<file path="config.mk">
export PLATFORM = sky130hd
export DESIGN_NAME = gpio_irq_ctrl
export DESIGN_NICKNAME = d
export VERILOG_FILES = /design/src/rtl/gpio_irq_pkg.sv /design/src/rtl/gpio_irq_sync.sv /design/src/rtl/gpio_irq_evt.sv /design/src/rtl/gpio_irq_pad.sv /design/src/rtl/gpio_irq_ctrl.sv
export SDC_FILE = /design/constraint.sdc
export NUM_CORES = 1
export LEC_CHECK = 0
export ABC_AREA = 1
export BUFFER_PORTS_ARGS = -buffer_cell sky130_fd_sc_hd__buf_2
export CORE_UTILIZATION = 35
export DETAILED_ROUTE_END_ITERATION = 12
export HOLD_SLACK_MARGIN = 0.1
export SKIP_LAST_GASP = 1
export SLEW_MARGIN = 10
export SYNTH_ARGS = -nofsm -noshare
export SYNTH_HDL_FRONTEND = slang
export SYNTH_SLANG_ARGS = --single-unit
</file>
<file path="constraint.sdc">
create_clock -name clk_i -period 2.2 [get_ports clk_i]
set_input_delay 0.44 -clock clk_i [delete_from_list [all_inputs] [get_ports clk_i]]
set_output_delay 0.44 -clock clk_i [all_outputs]
set_load 0.05 [all_outputs]
</file>
<file path="src/rtl/gpio_irq_pkg.sv">
package gpio_irq_pkg;
  localparam int unsigned ADDR_W = 5;

  typedef enum logic [ADDR_W-1:0] {
    A_DIR  = 5'h00,
    A_OPEN = 5'h04,
    A_DATA = 5'h08,
    A_EVT  = 5'h0C,
    A_MASK = 5'h10,
    A_EDGE = 5'h14,
    A_IBUF = 5'h18
  } reg_addr_e;
endpackage

</file>
<file path="src/rtl/gpio_irq_sync.sv">
module gpio_irq_sync #(
  parameter int unsigned W      = 32,
  parameter int unsigned STAGES = 2
) (
  input  logic         clk_i,
  input  logic         rst_ni,
  input  logic [W-1:0] d_i,
  output logic [W-1:0] q_o
);
  logic [W-1:0] stg_q [STAGES];

  always_ff @(posedge clk_i or negedge rst_ni) begin
    if (!rst_ni) begin
      for (int i = 0; i < STAGES; i++) stg_q[i] <= '0;
    end else begin
      stg_q[0] <= d_i;
      for (int i = 1; i < STAGES; i++) stg_q[i] <= stg_q[i-1];
    end
  end

  assign q_o = stg_q[STAGES-1];
endmodule

</file>
<file path="src/rtl/gpio_irq_evt.sv">
module gpio_irq_evt #(
  parameter int unsigned W = 32
) (
  input  logic         clk_i,
  input  logic         rst_ni,
  input  logic [W-1:0] cur_i,
  input  logic [W-1:0] fall_only_i,
  input  logic [W-1:0] clr_i,
  output logic [W-1:0] evt_o
);
  logic [W-1:0] prev_q, hit;

  // rising edges are dropped on falling-only lines
  assign hit = (cur_i ^ prev_q) & ~(fall_only_i & cur_i);

  always_ff @(posedge clk_i or negedge rst_ni) begin
    if (!rst_ni) begin
      prev_q <= '0;
      evt_o  <= '0;
    end else begin
      prev_q <= cur_i;
      evt_o  <= (evt_o & ~clr_i) | hit;
    end
  end

  assert_w1c_R7: assert property (@(posedge clk_i) disable iff (!rst_ni)
    ((clr_i & ~hit) != '0) |=> ((evt_o & $past(clr_i & ~hit)) == '0));

  assert_sticky_R7: assert property (@(posedge clk_i) disable iff (!rst_ni)
    1'b1 |=> (($past(evt_o & ~clr_i) & ~evt_o) == '0));

  assert_new_wins_R8: assert property (@(posedge clk_i) disable iff (!rst_ni)
    (hit != '0) |=> ((evt_o & $past(hit)) == $past(hit)));
endmodule

</file>
<file path="src/rtl/gpio_irq_pad.sv">
module gpio_irq_pad #(
  parameter int unsigned W = 32
) (
  input  logic [W-1:0] dir_i,
  input  logic [W-1:0] open_i,
  input  logic [W-1:0] dat_i,
  output logic [W-1:0] pin_o,
  output logic [W-1:0] oe_o,
  output logic [W-1:0] od_o
);
  for (genvar n = 0; n < W; n++) begin : g_line
    localparam int unsigned B = W - 1 - n;
    assign pin_o[n] = dat_i[B];
    assign od_o[n]  = open_i[B];
    // open-drain high releases the line
    assign oe_o[n]  = dir_i[B] & ~(open_i[B] & dat_i[B]);
  end
endmodule

</file>
<file path="src/rtl/gpio_irq_ctrl.sv">
module gpio_irq_ctrl
  import gpio_irq_pkg::*;
#(
  parameter int unsigned N_LINES = 32
) (
  input  logic               clk_i,
  input  logic               rst_ni,
  input  logic [ADDR_W-1:0]  addr_i,
  input  logic               wr_en_i,
  input  logic [N_LINES-1:0] wr_data_i,
  output logic [N_LINES-1:0] rd_data_o,
  input  logic [N_LINES-1:0] pin_i,
  output logic [N_LINES-1:0] pin_o,
  output logic [N_LINES-1:0] pin_oe_o,
  output logic [N_LINES-1:0] pin_od_o,
  output logic               irq_o
);
  localparam int unsigned W = N_LINES;

  logic [W-1:0] dir_q, open_q, dat_q, mask_q, edge_q, ibuf_q, in_q;
  logic [W-1:0] sync_line, sync_reg, dir_line, evt, clr;

  gpio_irq_sync #(.W(W), .STAGES(2)) u_sync (
    .clk_i (clk_i),
    .rst_ni(rst_ni),
    .d_i   (pin_i),
    .q_o   (sync_line)
  );

  for (genvar n = 0; n < W; n++) begin : g_rev
    assign sync_reg[W-1-n] = sync_line[n];
    assign dir_line[n]     = dir_q[W-1-n];
  end

  assign clr = (wr_en_i && addr_i == A_EVT) ? wr_data_i : '0;

  gpio_irq_evt #(.W(W)) u_evt (
    .clk_i      (clk_i),
    .rst_ni     (rst_ni),
    .cur_i      (sync_reg),
    .fall_only_i(edge_q),
    .clr_i      (clr),
    .evt_o      (evt)
  );

  always_ff @(posedge clk_i or negedge rst_ni) begin
    if (!rst_ni) begin
      dir_q  <= '0;
      open_q <= '0;
      dat_q  <= '0;
      mask_q <= '0;
      edge_q <= '0;
      ibuf_q <= '0;
      in_q   <= '0;
    end else begin
      in_q <= sync_reg & ibuf_q;
      if (wr_en_i) begin
        case (addr_i)
          A_DIR:   dir_q  <= wr_data_i;
          A_OPEN:  open_q <= wr_data_i;
          A_DATA:  dat_q  <= wr_data_i;
          A_MASK:  mask_q <= wr_data_i;
          A_EDGE:  edge_q <= wr_data_i;
          A_IBUF:  ibuf_q <= wr_data_i;
          default: ;
        endcase
      end
    end
  end

  always_comb begin
    case (addr_i)
      A_DIR:   rd_data_o = dir_q;
      A_OPEN:  rd_data_o = open_q;
      A_DATA:  rd_data_o = (dat_q & dir_q) | (in_q & ~dir_q);
      A_EVT:   rd_data_o = evt;
      A_MASK:  rd_data_o = mask_q;
      A_EDGE:  rd_data_o = edge_q;
      A_IBUF:  rd_data_o = ibuf_q;
      default: rd_data_o = '0;
    endcase
  end

  assign irq_o = |(evt & mask_q);

  gpio_irq_pad #(.W(W)) u_pad (
    .dir_i (dir_q),
    .open_i(open_q),
    .dat_i (dat_q),
    .pin_o (pin_o),
    .oe_o  (pin_oe_o),
    .od_o  (pin_od_o)
  );

  assert_oe_dir_R4: assert property (@(posedge clk_i) disable iff (!rst_ni)
    (pin_oe_o & ~dir_line) == '0);

  assert_in_gate_R5: assert property (@(posedge clk_i) disable iff (!rst_ni)
    1'b1 |=> ((in_q & ~$past(ibuf_q)) == '0));

  assert_irq_needs_evt_R9: assert property (@(posedge clk_i) disable iff (!rst_ni)
    irq_o |-> (evt != '0));
endmodule

</file>
Word-level counts from Yosys, hierarchy flattened
Index checks and enable logic that the tools add are counted.
- register bits: 352
- output and inout bits: 129
- input bits: 72
- word-level logic and storage cells: 137
- equal/unequal tests: 6
- reductions and logical operators: 9
- multiplexer cells: 2
- bitwise logic cells: 109
- operators with widths (cell ; count):
    32-bit bitwise AND ; 7
    32-bit one-hot mux with 7 select lines ; 1
    32-bit inverter ; 3
    1-bit bitwise AND ; 64
    32-bit OR ; 2
    32-bit two-way mux ; 1
    1-bit inverter ; 32
    32-bit OR reduction ; 1
    32-bit bitwise XOR ; 1
    5-bit equality test (second input constant) ; 3
    2-bit AND reduction ; 6
    5-bit by 4-bit equality test with 1-bit output (second input constant) ; 2
    5-bit by 3-bit equality test with 1-bit output (second input constant) ; 1
    5-bit zero test ; 1
    1-bit logical AND ; 1

Depth between registers and ports, before layout
- depth after elaboration: 6
- depth in mapped cells: 8
- mapped depth without buffers: 7

Cells and area by module
Synthesis repeated with hierarchy kept, for this count alone.
- cells, all modules: 2043
- area total of the unflattened synthesis: 16553.4 um2
- by module, submodules not included (module ; seq. area each (um2) ; instances ; cells each ; area each (um2)):
    gpio_irq_ctrl ; 5605.4 ; 1 ; 1499 ; 11188.2
    gpio_irq_evt ; 1601.5 ; 1 ; 320 ; 2642.5
    gpio_irq_sync ; 1601.5 ; 1 ; 96 ; 1841.8
    gpio_irq_pad ; 0.0 ; 1 ; 128 ; 880.8

Least setup slack after synthesis
Ideal clock, no wire load.
- path type: input port to output port
- start: in addr_i[4]
- end: out rd_data_o[0]
- buffers on the path: 3
- required time: 1760 ps
- slack: 121 ps
- stages: 7
- arrival time: 1639 ps
- path through: buf_4 -> buf_2 -> buf_1 -> nand4_1 -> nand2_1 -> nor2_1 -> nand2_1
- longest elaborated chain between the ends: 2
- RTL lines (what ; RTL line ; text):
    start, declared ; gpio_irq_ctrl.sv:8 ; input logic [ADDR_W-1:0] addr_i,
    5-bit equality test, or another cell as far along ; gpio_irq_ctrl.sv:72 ; case (addr_i)
    32-bit one-hot mux with 7 select lines (*) ; gpio_irq_ctrl.sv:72 ;
    end, declared ; gpio_irq_ctrl.sv:11 ; output logic [N_LINES-1:0] rd_data_o,
Mark *: on every way between the ends. The rest lies on a longest branch, timed or not.

Worst setup path after layout
- start: in addr_i[1]
- end: out rd_data_o[3]
Same word-level chain as after synthesis.

==> run summary <==
The post-layout minimum cycle time came out at 2.23 ns. The worst hold path belongs to the class input pin to flip-flop. The worst reg2reg path depth came out at 4. In this run the number of cells on the critical path is 11. The top cell types in the final layout, fill and taps aside, are 618 x sky130_fd_sc_hd__nand2_1, 352 x sky130_fd_sc_hd__dfrtp_1, 215 x sky130_fd_sc_hd__o21ai_0. The worst register-to-register path ends at u_evt.evt_o[7]. The worst register-to-register path begins at u_sync.q_o[24]. The post-route fraction of the period consumed by the critical path works out to 101%.

The worst setup path is launched from an input pin. The most common library cell in the layout ignoring fill and taps was sky130_fd_sc_hd__nand2_1. The tools report the number of CTS-inserted buffers as 41.

The cell chosen for the clock root is sky130_fd_sc_hd__clkbuf_16. The first detailed-routing pass ran for 5 iterations. TritonCTS built the clock tree. Of the cells placed in the final design, the portion with a size suffix greater than 1 is 17.5%.

In the routed layout, each cell is associated on average with a via count of 4.89. The via count of the first global-routing pass is 12600. The critical path ends at rd_data_o[3]. The placed instance count is 2594, and the total nets after synthesis is 1915.

After detailed routing, the total wire length is 47000 um. For the count of endpoints failing hold in the final timing report, the log shows 0. In this run the count of I/O pins placed on the die edge is 201. From synthesis to final layout, the design area changed by 27.3%.

The H-tree was split into 2 levels. The signal on the critical path passes through buf_2 > nor2_4 > nand2_2 > nor2_4 > buf_12 > clkbuf_16 > nand2_1 > nand2_1 > nor2_1 > nand2_1 > buf_4. For the setup slack of the critical path after layout, the log shows -0.0327 ns. Setup repair after global routing could not meet its margin everywhere. The logs give 52.8% for the worst relative slew slack and 43100 um2 for the area of the placeable core. The run finished, with violations left.

The wire-length estimate of the detail-placed layout is 29700 um. On the final layout, the worst clock skew is 0.00771 ns. The logs give 0 for the number of antenna-violating nets in the routed design and 0 for the number of DRC violations after detailed routing.

The run gives 0 as the number of maximum-capacitance constraint violations. The CTS sink count was 352. In this run the static leakage power is 10.2 nW.

Number of design-rule violations left by the first detailed-router iteration: 942. The die covers 44500 um2. After synthesis, the mean cell area works out to 8.29 um2. The pin count of the biggest net entering global routing was 76; the die width was 211 um. The tools report the worst path arrival time as 1.79 ns.

Placer congestion estimate: 0.837. The count of port buffers added during placement is 200, and the cell area after synthesis is 15300 um2. For the pin with the worst max-slew slack, the measured transition is 0.708 ns.

Once layout is done, the placed cells without fillers occupy 19500 um2. In this run the worst path has a maximum fanout of 8. IR analysis of the VDD net gives a maximum drop of 0.670 mV.

By instance count, the cell type seen most on the critical path is sky130_fd_sc_hd__nand2_1. Total power for the finished layout comes to 18.6 mW. The required time reported for the critical path endpoint is 1.76 ns, and the count of pins over their slew limit is 0. The logs give -0.0507 ns for the setup TNS and 3 for the setup violation total in the final timing report.

The flop and latch count out of synthesis was 352; the top achievable clock speed was 0.448 GHz. The worst reg-to-reg setup slack came out at 1.30 ns. The longest clock path from root to sink contains 3 buffers. During synthesis, Yosys emitted a total of 0 warnings.

The chip height is 211 um. Once placement finished, the instance area stood at 17400 um2. Yosys mapped the design onto 21 distinct sky130hd cell types.

The critical-path cell with the highest stage delay was sky130_fd_sc_hd__nor2_4. The number of filler cells placed in the layout was 4210. Power spread over the standard cell area amounts to 957 nW/um2. After detailed routing, the average wire length per cell comes to 17.4 um.

Excluding fillers, the count of instances in the completed layout stands at 2710. The number of standard cells after synthesis came out at 1843. Counting both buffers and inverters, the worst setup path holds a total of 4. The later pin in the worst-skew pair is clocked with a latency of 0.55 ns. Global routing consumed, over all layers together, 21.2% of the routing resources. Final standard cell utilization of the core: 45.2%. Path type of the worst setup path: input pin to output port. STA classifies the critical path endpoint as an output port. Of the synthesized area, sequential elements account for 57.6%.

Final hold analysis gives a worst-case slack of 0.183 ns. The first global-routing pass estimated 72300 um of wire. The floorplan has 76 rows. The launching element of the worst setup path is addr_i[1].

The final reports fail on negative setup slack. The number of nets at the end of the flow was 2170. Number of antenna violations at the first check in global routing: 2. On the critical path the largest part of the delay comes from simple AND/OR/NAND/NOR gates.

The routed layout has 13300 vias. Clock input transition at the sequential cells of the worst setup and hold paths: 0.06 ns. Timing analysis after detailed placement gives a worst setup slack of -0.0158 ns.

For this run, the slowest stage of the critical path takes 0.20 ns. The initial cell density of the core was 35.5%. Summed over all layers, the global routing overflow is 0.
## synth_stat cells (all sizes together)
cell    instances  share of area, %
nor2          143               3.8
clkbuf         44               1.1
nand3          67               2.3
inv           165               4.1
nand4         131               5.6
o21ai         225               7.4
buf            52               1.6
a21oi          32               1.0
nand3b          1             0.049
dfrtp         352                58
nand2         631                16
## kinds of logic (layout without fill, tap and decap cells)
logic type             Yosys count  after routing  share of synthesized area [%]
AOI/OAI and AO/OA              257            257                           8.42
buffers and inverters          261            541                           6.75
DFF                            352            352                           57.6
other                            0              2                              0
and+or+nand+nor                973            973                           27.2
## final cells by class
type	count	area (um2)	share of cell area (%)
multi-input cells	1230	5540	28.5
well taps	585	732	3.76
flip-flops and latches	352	8810	45.3
repair buffers	308	2380	12.2
clock inverters	10	175	0.901
inverters	165	619	3.18
clock buffers	58	1190	6.12
diodes	2	5.00	0.0257
## how the worst min path moves through the flow
stage / from / end / cells after the start
2_1_floorplan: rst_ni / dat_q[0] / 0
3_3_place_gp: u_sync.stg_q[53] / u_sync.q_o[21] / 0
3_5_place_dp: u_sync.stg_q[55] / u_sync.q_o[23] / 0
4_1_cts: wr_data_i[0] / u_evt.evt_o[0] / 4
5_1_grt: wr_data_i[11] / u_evt.evt_o[11] / 4
6_report: wr_data_i[0] / u_evt.evt_o[0] / 4
## state kept, by name, summed over array words and instances (netlist names)
signal        cells
open_q           32
dir_q            32
u_sync.q_o       32
in_q             32
ibuf_q           32
edge_q           32
u_evt.prev_q     32
mask_q           32
u_evt.evt_o      32
u_sync.stg_q     32
dat_q            32
## power by group
| part | internal, mW | switching [mW] | total (mW) |
|---|---|---|---|
| Clock | 4.32 | 2.64 | 6.96 |
| Sequential | 7.29 | 0.709 | 8.00 |
| Combinational | 1.01 | 2.66 | 3.67 |
## layer usage
layer  global-route usage (%)  up-vias  routed length (um)
met3                     3.82       65                2970
met1                     29.6     6322               21500
met4                     6.70        0                1130
met5                        0        -                   0
met2                     33.3      427               21400
li1                         -     6440                   -
## worst reg2reg max path, stage by stage (launching register included)
cell and delay (ns):
sky130_fd_sc_hd__dfrtp_1 0.41, sky130_fd_sc_hd__inv_1 0.07, sky130_fd_sc_hd__nor2_1 0.04, sky130_fd_sc_hd__o21ai_0 0.19, sky130_fd_sc_hd__nand2_1 0.08
## timing repair
item,in CTS,in global routing
hold buffers,33,0
setup endpoints to repair,3,33
setup buffers,0,10
resized for setup,10,71
pin swaps,1,8
cloned,0,3
endpoints found under the hold margin,76,0
(Power assumes the default switching activity.)
